### src/rtl/irq_res_pkg.sv
package irq_res_pkg;

  // Level of bit idx inside a range starting at lo.
  // direct=1: level equals the bit index; direct=0: offset from lo, plus one.
  function automatic int map_level(input int idx, input int lo, input bit direct);
    if (direct) return idx;
    return idx - lo + 1;
  endfunction

  // Strict priority comparison used by the take decision.
  function automatic bit level_wins(input int lvl, input int cur);
    return (lvl != 0) && (lvl > cur);
  endfunction

endpackage

### src/rtl/irq_range_scan.sv
module irq_range_scan #(
  parameter int  VEC_W  = 32,
  parameter int  LVL_W  = 5,
  parameter int  LO     = 1,
  parameter int  HI     = 15,
  parameter bit  DIRECT = 1'b0
) (
  input  logic [VEC_W-1:0] req_i,
  output logic [VEC_W-1:0] mask_o,
  output logic [LVL_W-1:0] lvl_o
);
  import irq_res_pkg::*;

  function automatic logic [VEC_W-1:0] build_range_mask();
    logic [VEC_W-1:0] m;
    m = '0;
    for (int i = 0; i < VEC_W; i++) begin
      if (i >= LO && i <= HI) m[i] = 1'b1;
    end
    return m;
  endfunction

  localparam logic [VEC_W-1:0] RANGE_MASK = build_range_mask();

  assign mask_o = req_i & RANGE_MASK;

  // Ascending scan: later (higher) set bits overwrite earlier ones.
  always_comb begin
    lvl_o = '0;
    for (int i = LO; i <= HI; i++) begin
      if (mask_o[i]) lvl_o = LVL_W'(map_level(i, LO, DIRECT));
    end
  end

endmodule

### src/rtl/irq_take_ctl.sv
module irq_take_ctl #(
  parameter int VEC_W = 32,
  parameter int LVL_W = 5
) (
  input  logic             clk_i,
  input  logic             rst_i,
  input  logic             arm_i,
  input  logic             priv_i,
  input  logic             resume_i,
  input  logic             async_nz_i,
  input  logic [LVL_W-1:0] lvl_i,
  input  logic [LVL_W-1:0] cur_i,
  input  logic [VEC_W-1:0] summary_i,
  output logic             eval_o,
  output logic             take_o,
  output logic             pend_o,
  output logic             trap_o,
  output logic [VEC_W-1:0] summary_o,
  output logic [LVL_W-1:0] id_o,
  output logic             err_o
);
  import irq_res_pkg::*;

  logic pend_q;

  assign pend_o = pend_q;
  assign eval_o = pend_q & ~priv_i & ~resume_i;
  assign take_o = eval_o & level_wins(int'(lvl_i), int'(cur_i));

  always_ff @(posedge clk_i) begin
    if (rst_i) begin
      pend_q    <= 1'b0;
      trap_o    <= 1'b0;
      summary_o <= '0;
      id_o      <= '0;
      err_o     <= 1'b0;
    end else begin
      if (arm_i)       pend_q <= 1'b1;
      else if (eval_o) pend_q <= 1'b0;
      trap_o <= take_o;
      if (take_o) begin
        summary_o <= summary_i;
        id_o      <= lvl_i;
      end
      if (eval_o && async_nz_i) err_o <= 1'b1;
    end
  end

  // the error flag never falls outside reset
  assert_err_sticky_R10: assert property (@(posedge clk_i) disable iff (rst_i)
    err_o |=> err_o);

  // an evaluation without a new strobe leaves nothing armed
  assert_eval_clears_R9: assert property (@(posedge clk_i) disable iff (rst_i)
    (eval_o && !arm_i) |=> !pend_q);

  // a trap always follows an armed cycle
  assert_trap_needs_arm_R11: assert property (@(posedge clk_i) disable iff (rst_i)
    trap_o |-> $past(pend_q));

  // captured id matches the level presented when the trap was decided
  assert_id_capture_R6: assert property (@(posedge clk_i) disable iff (rst_i)
    trap_o |-> (id_o == $past(lvl_i)));

endmodule

### src/rtl/irq_level_resolver.sv
module irq_level_resolver #(
  parameter int VEC_W   = 32,
  parameter int LVL_W   = 5,
  parameter int ASYNC_W = 4,
  parameter int SW_LO   = 1,
  parameter int SW_HI   = 15,
  parameter int EXT_LO  = 16,
  parameter int EXT_HI  = 31
) (
  input  logic               clk_i,
  input  logic               rst_i,
  input  logic [VEC_W-1:0]   sw_req_i,
  input  logic [VEC_W-1:0]   ext_req_i,
  input  logic [LVL_W-1:0]   cur_ipl_i,
  input  logic               priv_mode_i,
  input  logic               fetch_resume_i,
  input  logic               chk_arm_i,
  input  logic [ASYNC_W-1:0] async_req_i,
  output logic               trap_o,
  output logic [VEC_W-1:0]   summary_o,
  output logic [LVL_W-1:0]   int_id_o,
  output logic               async_err_o
);

  logic [VEC_W-1:0] sw_mask, ext_mask, summary_w;
  logic [LVL_W-1:0] sw_lvl, ext_lvl, merged_lvl;
  logic             eval_w, take_w, pend_w;

  irq_range_scan #(.VEC_W(VEC_W), .LVL_W(LVL_W), .LO(SW_LO), .HI(SW_HI), .DIRECT(1'b0))
    u_sw_scan (.req_i(sw_req_i), .mask_o(sw_mask), .lvl_o(sw_lvl));

  irq_range_scan #(.VEC_W(VEC_W), .LVL_W(LVL_W), .LO(EXT_LO), .HI(EXT_HI), .DIRECT(1'b1))
    u_ext_scan (.req_i(ext_req_i), .mask_o(ext_mask), .lvl_o(ext_lvl));

  // External sources override software ones
  assign merged_lvl = (ext_lvl != '0) ? ext_lvl : sw_lvl;
  assign summary_w  = sw_mask | ext_mask;

  irq_take_ctl #(.VEC_W(VEC_W), .LVL_W(LVL_W)) u_ctl (
    .clk_i     (clk_i),
    .rst_i     (rst_i),
    .arm_i     (chk_arm_i),
    .priv_i    (priv_mode_i),
    .resume_i  (fetch_resume_i),
    .async_nz_i(|async_req_i),
    .lvl_i     (merged_lvl),
    .cur_i     (cur_ipl_i),
    .summary_i (summary_w),
    .eval_o    (eval_w),
    .take_o    (take_w),
    .pend_o    (pend_w),
    .trap_o    (trap_o),
    .summary_o (summary_o),
    .id_o      (int_id_o),
    .err_o     (async_err_o)
  );

  // a taken level is nonzero and strictly above the priority level at decision time
  assert_take_strict_R5: assert property (@(posedge clk_i) disable iff (rst_i)
    trap_o |-> (int_id_o != '0 && int_id_o > $past(cur_ipl_i)));

  // privileged mode suppresses any trap decided in that cycle
  assert_priv_blocks_R7: assert property (@(posedge clk_i) disable iff (rst_i)
    $past(priv_mode_i) |-> !trap_o);

  // fetch-resume cycle suppresses any trap decided in that cycle
  assert_resume_blocks_R8: assert property (@(posedge clk_i) disable iff (rst_i)
    $past(fetch_resume_i) |-> !trap_o);

  // any pending external line yields a level inside the external range
  assert_ext_override_R3: assert property (@(posedge clk_i) disable iff (rst_i)
    (|ext_mask) |-> (int'(merged_lvl) >= EXT_LO));

  // a take is a single pulse unless re-armed
  assert_trap_pulse_R6: assert property (@(posedge clk_i) disable iff (rst_i)
    (take_w && !chk_arm_i) |=> !pend_w);

  // an armed, unblocked cycle always evaluates
  assert_arm_eval_R11: assert property (@(posedge clk_i) disable iff (rst_i)
    ($past(chk_arm_i) && !priv_mode_i && !fetch_resume_i) |-> eval_w);

endmodule

### config.mk
export PLATFORM = sky130hd
export DESIGN_NAME = irq_level_resolver
export DESIGN_NICKNAME = d
export VERILOG_FILES = /design/src/rtl/irq_res_pkg.sv /design/src/rtl/irq_range_scan.sv /design/src/rtl/irq_take_ctl.sv /design/src/rtl/irq_level_resolver.sv
export SDC_FILE = /design/constraint.sdc
export NUM_CORES = 1
export LEC_CHECK = 0
export BUFFER_PORTS_ARGS = -buffer_cell sky130_fd_sc_hd__buf_2
export CAP_MARGIN = 0
export CORE_UTILIZATION = 45
export DETAILED_ROUTE_END_ITERATION = 10
export PLACE_DENSITY = 0.89
export SLEW_MARGIN = 40
export SYNTH_ARGS = -nofsm -noshare
export SYNTH_HDL_FRONTEND = slang
export SYNTH_HIERARCHICAL = 1
export SYNTH_SLANG_ARGS = --single-unit
### constraint.sdc
create_clock -name clk_i -period 2.8 [get_ports clk_i]
set_input_delay 0.42 -clock clk_i [delete_from_list [all_inputs] [get_ports clk_i]]
set_output_delay 0.42 -clock clk_i [all_outputs]
set_load 0.005 [all_outputs]
==> out/metrics.yaml, run 1 <==
postPlaceCellArea_um2: 3310
fillCellCount: 569
grt_max_degree: 78
power.density_nw_per_um2: 342
leakage_uw: 0.00165
hold_violations: 0
n_antenna_cell: 0
start_kind: "input port"
vdd_drop_max_mv: 0.172
die_height_um: 83.1
grt_pass1_vias: 2322
clock_sinks: 40
portBuffers: 83
place.gp.congestion: 0.857
cts.path.max_buffers: 2
max_freq_mhz: 341
timing.final.crit_share_pct: 105
dieArea_um2: 6900
ys_seq_area_share_pct: 27.1
grt_usage_pct: 18.0
setup_viol: 33
drc: 0
core_area_um2: 6350
wire_per_inst_um: 12.6
rsz0062_at_grt: "yes"
drive_gt1_share_pct: 40.0
ios: 117
clkTransAtPathRegs_ps: 70
dr.pass1.iters: 4
maxSlewViolCount: 0
vias: 2358
path_class: "input port to flip-flop"
cts_buffers: 5
synth_warnings: 6
floorplan.initialDensity_pct: 46.6
wirelength_um: 6460
fin_skew_ps: 2.35
syn_avg_cell_area_um2: 8.36
violations: "negative setup slack"
cts-root-buf: "clkbuf_8"
relSlewSlack_pct: 64.5
final_cells: 512
syn_area_um2: 2960
synth_seq_cells: 40
outcome: "finished with violations"
power_uw: 1220
tightest_slew_ps: 533
clk_latency_ps: 290
place.detailed.hpwl_um: 4720
ant_nets: 0
dieWidth_um: 83.1
crit_fanout: 8
fin_area_um2: 3570
final_nets: 520
syn_inst: 354
cts_tree: "done"
ys_types: 35
rows: 29
utilization_pct: 56.2
htree_levels: 2
antenna_found_initial: 0
cp.arrival_ps: 3130
cp-end-kind: "flip-flop"
grt_pass1_wl_um: 10200
maxCapViolations: 0
worst_ep_required_time_ps: 3000
layout_min_cycle_time_ps: 2930
min_path_type: "input port to flip-flop"
first_iter_violations: 91
drt-vias-per-instance: 4.61
syn_to_final_growth_pct: 20.7
place_inst: 499
gr-total-overflow: 0
setup_ws_ps: -130
## cell type report
class | count | area [um^2] | area share (%)
timing repair buffer | 121 | 778 | 21.8
inverter | 13 | 48.8 | 1.37
clock buffer | 5 | 68.8 | 1.93
tap | 77 | 96.3 | 2.70
multi-input combinational | 256 | 1780 | 49.8
sequential | 40 | 801 | 22.4
## cells in the mapped netlist
cell type,n,area (um^2)
or4_1,2,15.0
a21oi_1,4,20.0
a31oi_1,2,12.5
a211oi_2,1,12.5
nor3b_1,1,7.51
inv_1,13,48.8
or2_2,32,200
ha_1,5,62.6
nand2_1,4,15.0
nor2_1,19,71.3
nor2b_1,2,12.5
nand2b_1,79,494
clkbuf_1,8,30.0
mux2i_1,37,370
a311o_1,2,20.0
and2b_2,1,8.76
nand4_1,1,6.26
nand3_1,1,5.00
o311ai_1,1,8.76
o21ai_0,4,20.0
a311oi_1,2,17.5
buf_6,2,22.5
o21ai_1,1,5.00
nor3_1,4,20.0
o311ai_0,1,8.76
dfxtp_1,40,801
a31o_2,4,35.0
conb_1,2,7.51
a41o_1,1,10.0
o22a_1,1,8.76
nor4_1,5,31.3
nand4b_1,1,8.76
or3b_1,2,17.5
a221o_1,2,20.0
buf_4,67,503
## power by group
part,internal (uW),switching [uW],total [uW]
sequential,588,9.52,597
combinational,147,124,271
clock,161,192,352
## worst max-delay path: stages
cell      delay (ps)
buf_4            130
nor4_4           300
nand2_1          100
nand4b_1         280
a31o_2           300
ha_1             340
nand4_1          150
o22a_1           250
a211oi_4         290
buf_4            200
buf_12           140
mux2i_1          230
## cells in the final DEF, fill, tap and decap left out, drive strengths merged, types with 2 or more instances in the layout
cell    count
a21oi       4
a221o       2
a311o       2
a311oi      2
a31o        4
a31oi       2
buf       120
clkbuf      6
conb       34
dfxtp      40
ha          5
inv        13
mux2i      37
nand2       4
nand2b     79
nor2       19
nor2b       2
nor3        4
nor4        5
o21ai       5
o311ai      2
or2        32
or3b        2
or4         2
## metal layers
metal,global-route usage [%],part of all wire [%],up-vias
met5,0,0,-
met1,20.4,43,1067
met2,32.8,51,57
met4,6.90,2.1,0
li1,-,-,1220
met3,4.08,3.7,14
## path summary, 6_finish.rpt
path / from / end / slack [ps] / cells past startpoint
max: ext_req_i[24] / u_ctl/summary_o[24]$_SDFFE_PP0P_ / -130 / 12
min: chk_arm_i / u_ctl/pend_o$_SDFFE_PP0P_ / 360 / 3
max reg2reg: u_ctl/pend_o$_SDFFE_PP0P_ / u_ctl/summary_o[24]$_SDFFE_PP0P_ / 1010 / 6
min reg2reg: u_ctl/summary_o[16]$_SDFFE_PP0P_ / u_ctl/summary_o[16]$_SDFFE_PP0P_ / 470 / 2
## per-stage QoR
step | setup WS [ps] | setup TNS (ps) | hold WS (ps)
final | -130 | -1860 | 363
after floorplan | 7.83 | 0 | 448
after CTS | -37.0 | -96.3 | 358
after global routing | -203 | -5600 | 372
after global placement | -251 | -8140 | 450
after detailed placement | -379 | -11010 | 461
## what timing repair did
action | CTS | global route
gates resized for setup | 2 | 25
hold buffers | 0 | 0
pin swaps | 0 | 2
setup endpoints to repair | 17 | 38
setup buffers | 0 | 6
gates cloned | 0 | 2
## logic make-up after synthesis
| logic type | synth area share [%] |
|---|---|
| and+or+nand+nor | 30.9 |
| buffers and inverters | 20.4 |
| DFF | 27.1 |
| muxes | 12.5 |
| AOI/OAI and AO/OA | 6.73 |
| adders and majority gates | 2.12 |
| other | 0.254 |
## sequential cells by signal (all words and copies together), names as in the netlist
signal           count
u_ctl/err_o          1
u_ctl/id_o           5
u_ctl/pend_o         1
u_ctl/summary_o     32
u_ctl/trap_o         1
Note: power is estimated with default switching activity, not from simulation.
==> run 2, diff against run 1 <==
--- a/config.mk
+++ b/config.mk
@@ -7,11 +7,11 @@
 export LEC_CHECK = 0
 export BUFFER_PORTS_ARGS = -buffer_cell sky130_fd_sc_hd__buf_2
 export CAP_MARGIN = 0
-export CORE_UTILIZATION = 45
+export CORE_UTILIZATION = 38
 export DETAILED_ROUTE_END_ITERATION = 10
-export PLACE_DENSITY = 0.89
+export PLACE_DENSITY = 0.86
 export SLEW_MARGIN = 40
 export SYNTH_ARGS = -nofsm -noshare
 export SYNTH_HDL_FRONTEND = slang
-export SYNTH_HIERARCHICAL = 1
 export SYNTH_SLANG_ARGS = --single-unit
+export TNS_END_PERCENT = 10
==> constraint.sdc (replaced) <==
create_clock -name clk_i -period 2.8 [get_ports clk_i]
set_input_delay 0.42 -clock clk_i [delete_from_list [all_inputs] [get_ports clk_i]]
set_output_delay 0.42 -clock clk_i [all_outputs]
set_load 0.05 [all_outputs]
==> run 2 against run 1 <==
The run still ends with negative setup slack left; sequential share of layout area is 4.4 points higher; clock skew hardly changed; combinational power is 5% lower; register-to-register slack better by 20 ps; clock power is 1% lower; synthesized cell count is 42% lower; design area is 19% lower; clock-buffer cell count is 1 higher; sequential power is 3.5% lower; worst hold slack worse by 0.90 ps; largest power group unchanged; highest routed layer unchanged.
==> out/metrics.yaml, run 2 <==
die_height_um: 72.3  # -13%
r2r_end: "u_ctl.summary_o[12]$_SDFFE_PP0P_"
power_uw: 1180  # -3.4%
cts_tree: "done"
hold_violations: 0  # unchanged
violations: "negative setup slack"
grt_usage_pct: 21.4  # +3.4 points
synth_common_cells: "nor2_1, dfxtp_1, a22oi_1, inv_1, o21ai_0"
synth_edf_count: 0  # unchanged
tightest_slew_ps: 689  # +156 ps
place.gp.congestion: 0.772  # -9.9%
grt_pass1_wl_um: 8830  # -14%
antenna_found_initial: 0  # unchanged
grt_pass1_vias: 2024  # -13%
vias: 2038  # -14%
dieWidth_um: 72.3  # -13%
synth.top_cells.by_area: "dfxtp_1, a22oi_1, nor2_1"
synth_top_cell_area_share_pct: 41.6  # +14 points
syn_to_final_growth_pct: 54.9
syn_avg_cell_area_um2: 9.21  # +10%
final_nets: 414  # -20%
dr_wl_met2_um: 2770  # -15%
async_flop_share_pct: 0  # unchanged
highest_layer: "met4"
ys_seq_area_share_pct: 41.6  # +14 points
clock_sinks: 39  # -2.5%
grt_max_degree: 41  # -47%
syn_inst: 204  # -42%
largest_reg_flops: 31  # -3.1%
cp-end-kind: "flip-flop"
vdd_drop_max_mv: 0.268  # +56%
htree_levels: 2  # unchanged
timing.final.crit_share_pct: 106  # +1.2 points
setup_ws_ps: -163  # -33.8 ps
outcome: "finished with violations"
final_cells: 397  # -22%
r2r_setup_slack_ps: 1030  # +20 ps
gr-total-overflow: 0  # unchanged
cts-root-buf: "clkbuf_8"
place.detailed.hpwl_um: 3990  # -16%
start_kind: "input port"
rows: 25  # -14%
ios: 117  # unchanged
place_inst: 390  # -22%
synth_top_area_cell: "dfxtp_1"
max_freq_mhz: 337  # -1.1%
cts_buffers: 5  # unchanged
clkTransAtPathRegs_ps: 70  # about the same
fin_skew_ps: 2.62  # +0.265 ps
rsz0062_at_grt: "yes"
wl_met3_um: 275  # +14%
maxCapViolations: 0  # unchanged
cp.arrival_ps: 3110  # -20 ps
ant_nets: 0  # unchanged
endpoint: "u_ctl.summary_o[12]$_SDFFE_PP0P_"
synth_seq_cells: 39  # -2.5%
synth_warnings: 0  # -6
syn_nets: 287
leakage_uw: 0.00133  # -19%
fillCellCount: 417  # -27%
clk_latency_ps: 290  # about the same
dr.pass1.iters: 4  # unchanged
rr_startpoint: "u_ctl.pend_o$_SDFFE_PP0P_"
layout_commonest_cell: "buf_2"
cts.path.max_buffers: 2  # unchanged
first_iter_violations: 73  # -20%
floorplan.initialDensity_pct: 39.5  # -7.1 points
crit_start: "ext_req_i[27]"
wire_per_inst_um: 13.5  # +6.8%
setup_viol: 36  # +9.1%
n_antenna_cell: 0  # unchanged
power.density_nw_per_um2: 406  # +19%
portBuffers: 82  # -1.2%
ctsHoldBuffers: 0  # unchanged
maxSlewViolCount: 0  # unchanged
dieArea_um2: 5230  # -24%
min_path_type: "input port to flip-flop"
mostFrequentLayoutCells: "buf_2, nor2_1, buf_4"
wl_met1_um: 2230  # -20%
wirelength_um: 5340  # -17%
drc: 0  # unchanged
layout_min_cycle_time_ps: 2960  # +33.8 ps
largest-register: "u_ctl.summary_o"
worst_ep_required_time_ps: 2950  # -50 ps
syn_area_um2: 1880  # -37%
reg_top3: "u_ctl.summary_o: 31 flops, u_ctl.id_o: 5 flops"
drt-vias-per-instance: 5.13  # +11%
path_class: "input port to flip-flop"
relSlewSlack_pct: 54.1  # -10 points
reg2regPathDepth: 7  # +1
ys_types: 44  # +26%
core_area_um2: 4750  # -25%
drive_gt1_share_pct: 54.5  # +15 points
crit_fanout: 16  # +8
synthFlopType: "dfxtp_1"
synthMostInstantiatedCell: "nor2_1"
==> run 2: per-layer routing <==
layer | up-vias | global-route usage, %
met5 | - | 0
met4 | 0 | 6.10
met3 | 7 | 4.58
met2 | 71 | 39.9
met1 | 954 | 24.5
li1 | 1006 | -
==> run 2: critical path, stage by stage <==
cell,delay [ps]
buf_6,90
or4_4,550
nor4b_4,320
inv_2,90
a2111oi_4,260
a2111oi_2,90
ha_2,180
nand3b_1,160
a21o_2,220
a21oi_4,180
o41ai_4,150
buf_12,190
a22oi_1,150
nor2_1,60
==> run 2: worst min path at each step <==
stage	slack (ps)	cells past startpoint	endpoint	start
floorplan	450	2	u_ctl.pend_o$_SDFFE_PP0P_	u_ctl.pend_o$_SDFFE_PP0P_
global route	370	3	u_ctl.pend_o$_SDFFE_PP0P_	chk_arm_i
global placement	450	2	u_ctl.err_o$_SDFFE_PP0P_	u_ctl.err_o$_SDFFE_PP0P_
detailed placement	460	2	u_ctl.err_o$_SDFFE_PP0P_	u_ctl.err_o$_SDFFE_PP0P_
CTS	350	3	u_ctl.pend_o$_SDFFE_PP0P_	chk_arm_i
finish	360	3	u_ctl.pend_o$_SDFFE_PP0P_	chk_arm_i
==> run 2: per-stage QoR <==
stage | util [%] | cell area [um^2] | hold slack [ps] | setup TNS (ps) | worst slack [ps]
floorplan | - | 1940 | 448 | -6580 | -218
global placement | 57.5 | 2730 | 447 | -13750 | -401
detailed placement | 57.5 | 2730 | 458 | -16120 | -492
CTS | 61.2 | 2910 | 354 | -4100 | -150
global route | 61.2 | 2910 | 371 | -10770 | -338
finish | 61.2 | 2910 | 362 | -4170 | -163
==> run 2: final cells by class <==
type,count,area (um^2),share of cell area [%]
Tap cell,67,83.8,2.88
Clock buffer,6,72.6,2.49
Sequential cell,39,781,26.8
Timing Repair Buffer,132,831,28.6
Multi-Input combinational cell,143,1100,37.9
Inverter,10,37.5,1.29
==> run 2: power breakdown <==
part / total, uW / internal [uW] / switching (uW) / leakage (uW)
logic: 257 / 111 / 146 / 0.000979
registers: 576 / 568 / 8.08 / 0.000316
clock network: 347 / 166 / 181 / 0.0000371
total: 1180 / 845 / 335 / 0.00133
==> run 2: logic make-up (layout without fill, tap and decap cells) <==
group / count (synthesis) / after routing / share of synthesized area [%]
AOI/OAI and AO/OA: 65 / 65 / 28.8
adders and majority gates: 5 / 5 / 3.33
buffers and inverters: 22 / 148 / 6.06
DFF: 39 / 39 / 41.6
other: 1 / 1 / 0.200
and+or+nand+nor: 72 / 72 / 20.1
==> run 2: what timing repair did <==
action	CTS	global route
resized for setup	19	0
buffers inserted	1	0
endpoints found under the setup margin	36	37
gates cloned	0	0
==> run 3, diff against run 2 <==
--- a/config.mk
+++ b/config.mk
@@ -5,11 +5,13 @@
 export SDC_FILE = /design/constraint.sdc
 export NUM_CORES = 1
 export LEC_CHECK = 0
+export ABC_AREA = 1
 export BUFFER_PORTS_ARGS = -buffer_cell sky130_fd_sc_hd__buf_2
 export CAP_MARGIN = 0
-export CORE_UTILIZATION = 38
+export CORE_MARGIN = 2
+export CORE_UTILIZATION = 40
 export DETAILED_ROUTE_END_ITERATION = 10
-export PLACE_DENSITY = 0.86
+export PLACE_DENSITY = 0.88
 export SLEW_MARGIN = 40
 export SYNTH_ARGS = -nofsm -noshare
 export SYNTH_HDL_FRONTEND = slang
==> run 3 against run 2 <==
Fmax up 8.8%; synthesized area is 10% higher; worst setup slack improved by 240 ps; first-iteration DRC count up 14%; non-clock buffer count decreased by 19; largest power group unchanged; the run now ends clean; clock-buffer cell count is the same; register-to-register slack improved by 190 ps.
==> out/metrics.yaml, run 3 <==
clock_sinks: 39  # unchanged
antenna_found_initial: 0  # unchanged
place.gp.congestion: 0.825  # +6.8%
wirelength_um: 5780  # +8.1%
path_class: "input port to flip-flop"
cts-root-buf: "clkbuf_8"
min_from: "chk_arm_i"
maxSlewViolCount: 0  # unchanged
crit_fanout: 5  # -11
rsz0062_at_grt: "yes"
maxCapViolations: 0  # unchanged
grt_usage_pct: 19.1  # -2.4 points
crit_start: "ext_req_i[19]"
drt-vias-per-instance: 4.66  # -9.3%
gr-total-overflow: 0  # unchanged
place.detailed.hpwl_um: 4270  # +7.1%
core_area_um2: 5040  # +6.1%
die_height_um: 76.0  # +5.1%
syn_nets: 401  # +40%
min_path_type: "input port to flip-flop"
reg2regPathDepth: 7  # unchanged
largest_reg_flops: 31  # unchanged
vdd_drop_max_mv: 0.240  # -11%
utilization_pct: 57.4  # -3.8 points
syn_to_final_growth_pct: 39.5
ys_types: 35  # -20%
grt_pass1_wl_um: 9130  # +3.4%
endpoint: "u_ctl.id_o[4]$_SDFFE_PP0P_"
synth_common_cells: "nand2_1, nor2_1, dfxtp_1, inv_1, nand3_1"
cp-end-kind: "flip-flop"
ios: 117  # unchanged
layout_commonest_cell: "buf_2"
holdPathStages: 2  # -1
drive_gt1_share_pct: 34.5  # -20 points
wire_per_inst_um: 11.7  # -13%
worst_ep_required_time_ps: 3010  # +60 ps
synth_seq_cells: 39  # unchanged
floorplan.initialDensity_pct: 41.1  # +1.6 points
drc: 0  # unchanged
outcome: "finished, final reports clean"
power_uw: 1230  # +4.0%
r2r_end: "u_ctl.id_o[4]$_SDFFE_PP0P_"
n_antenna_cell: 0  # unchanged
mostFrequentLayoutCells: "buf_2, nand2_1, nor2_1"
max_freq_mhz: 367  # +8.8%
syn_avg_cell_area_um2: 6.52  # -29%
cts_tree: "done"
leakage_uw: 0.00153  # +15%
final_cells: 493  # +24%
vias: 2295  # +13%
grt_pass1_vias: 2080  # +2.8%
rr_startpoint: "u_ctl.pend_o$_SDFFE_PP0P_"
clkTransAtPathRegs_ps: 70  # about the same
layout_min_cycle_time_ps: 2720  # -240 ps
synthMostInstantiatedCell: "nand2_1"
synth_top_area_cell: "dfxtp_1"
grt_max_degree: 34  # -17%
dieArea_um2: 5780  # +11%
first_iter_violations: 83  # +14%
setup_viol: 0  # -100%
cts.path.max_buffers: 2  # unchanged
final_nets: 507  # +22%
timing.final.crit_share_pct: 97.3  # -8.6 points
relSlewSlack_pct: 64.5  # +10 points
syn_inst: 318  # +56%
synth_warnings: 0  # unchanged
power.density_nw_per_um2: 424  # +4.6%
rows: 26  # +4.0%
r2r_setup_slack_ps: 1220  # +190 ps
reg_top3: "u_ctl.summary_o: 31 flops, u_ctl.id_o: 5 flops"
portBuffers: 82  # unchanged
dr.pass1.iters: 4  # unchanged
async_flop_share_pct: 0  # unchanged
synth_edf_count: 0  # unchanged
cp.arrival_ps: 2930  # -180 ps
fin_skew_ps: 5.26  # +2.64 ps
dieWidth_um: 76.0  # +5.1%
htree_levels: 2  # unchanged
cts_buffers: 5  # unchanged
syn_area_um2: 2070  # +10%
ant_nets: 0  # unchanged
ys_seq_area_share_pct: 37.6  # -3.9 points
largest-register: "u_ctl.summary_o"
synth_top_cell_area_share_pct: 37.6  # -3.9 points
tightest_slew_ps: 531  # -158 ps
clk_latency_ps: 290  # about the same
synthFlopType: "dfxtp_1"
synth.top_cells.by_area: "dfxtp_1, nand2_1, nor2_1"
start_kind: "input port"
ctsHoldBuffers: 0  # unchanged
hold_violations: 0  # unchanged
place_inst: 483  # +24%
## run 3: changes by cell type after synthesis, moves of 6 or more
cell / before / now
a22oi_1: 29 / 0
o21ai_0: 8 / 0
inv_1: 9 / 31
nor2_1: 47 / 78
nand3_1: 1 / 30
nand2_1: 1 / 79
a22oi_2: 6 / 0
## run 3: how the worst min path moves through the flow
stage | end | slack, ps
final | u_ctl.pend_o$_SDFFE_PP0P_ | 340
after global placement | u_ctl.err_o$_SDFFE_PP0P_ | 440
after global routing | u_ctl.pend_o$_SDFFE_PP0P_ | 350
after floorplan | u_ctl.err_o$_SDFFE_PP0P_ | 490
after CTS | u_ctl.pend_o$_SDFFE_PP0P_ | 340
after detailed placement | u_ctl.err_o$_SDFFE_PP0P_ | 450
## run 3: critical path, cell delays in order
cell,delay (ps)
buf_2,120
inv_2,50
nand2_1,50
nand2_1,50
nand2_1,50
nand2_1,80
nand2_1,50
nand2_1,50
nand2_1,50
nand2_1,60
nand2_1,40
nand2_1,50
nand2_1,50
a21oi_2,140
and2_4,190
ha_4,120
nor2_1,40
o21a_1,170
o21a_1,160
o21a_1,170
o221a_4,280
nand2_4,110
buf_4,150
nand2_1,70
a21oi_1,160
## run 3: cells by family after synthesis
group | share of synthesized area [%]
adders and majority gates | 3.02
buffers and inverters | 11.1
and+or+nand+nor | 42.5
AOI/OAI and AO/OA | 5.55
DFF | 37.6
other | 0.181
## run 3: cell type report
class                           count  area (um^2)
Fill cell                         476         2150
Inverter                           38          150
Timing Repair Buffer              113          696
Tap cell                           70         87.6
Clock buffer                        6         72.6
Multi-Input combinational cell    227         1110
Sequential cell                    39          781
## run 3: per-stage QoR
step | setup WS (ps) | hold WS (ps) | setup TNS, ps | cell area (um^2)
after floorplan | 0.985 | 489 | 0 | 2080
after global placement | -204 | 436 | -6910 | 2720
after detailed placement | -280 | 451 | -9370 | 2720
after CTS | 3.38 | 340 | 0 | 2790
after global routing | -68.8 | 354 | -819 | 2890
final | 76.7 | 339 | 0 | 2890
## run 3: per-layer routing
metal  vias to the layer above  routed length [um]  GRT usage (%)
met3                        16                 331           4.62
met1                      1015                2460           22.9
met5                         -                   0              0
met4                         0                 155           8.36
li1                       1192                   -              -
met2                        72                2830           32.6
## run 3: repair_timing
action,4_1_cts,5_1_grt
setup buffers,0,2
endpoints found under the hold margin,0,0
gates resized for setup,0,15
endpoints found under the setup margin,0,37
## run 3: report_power, final
group	internal, uW	switching, uW
combinational	109	188
sequential	576	10.0
clock	166	179
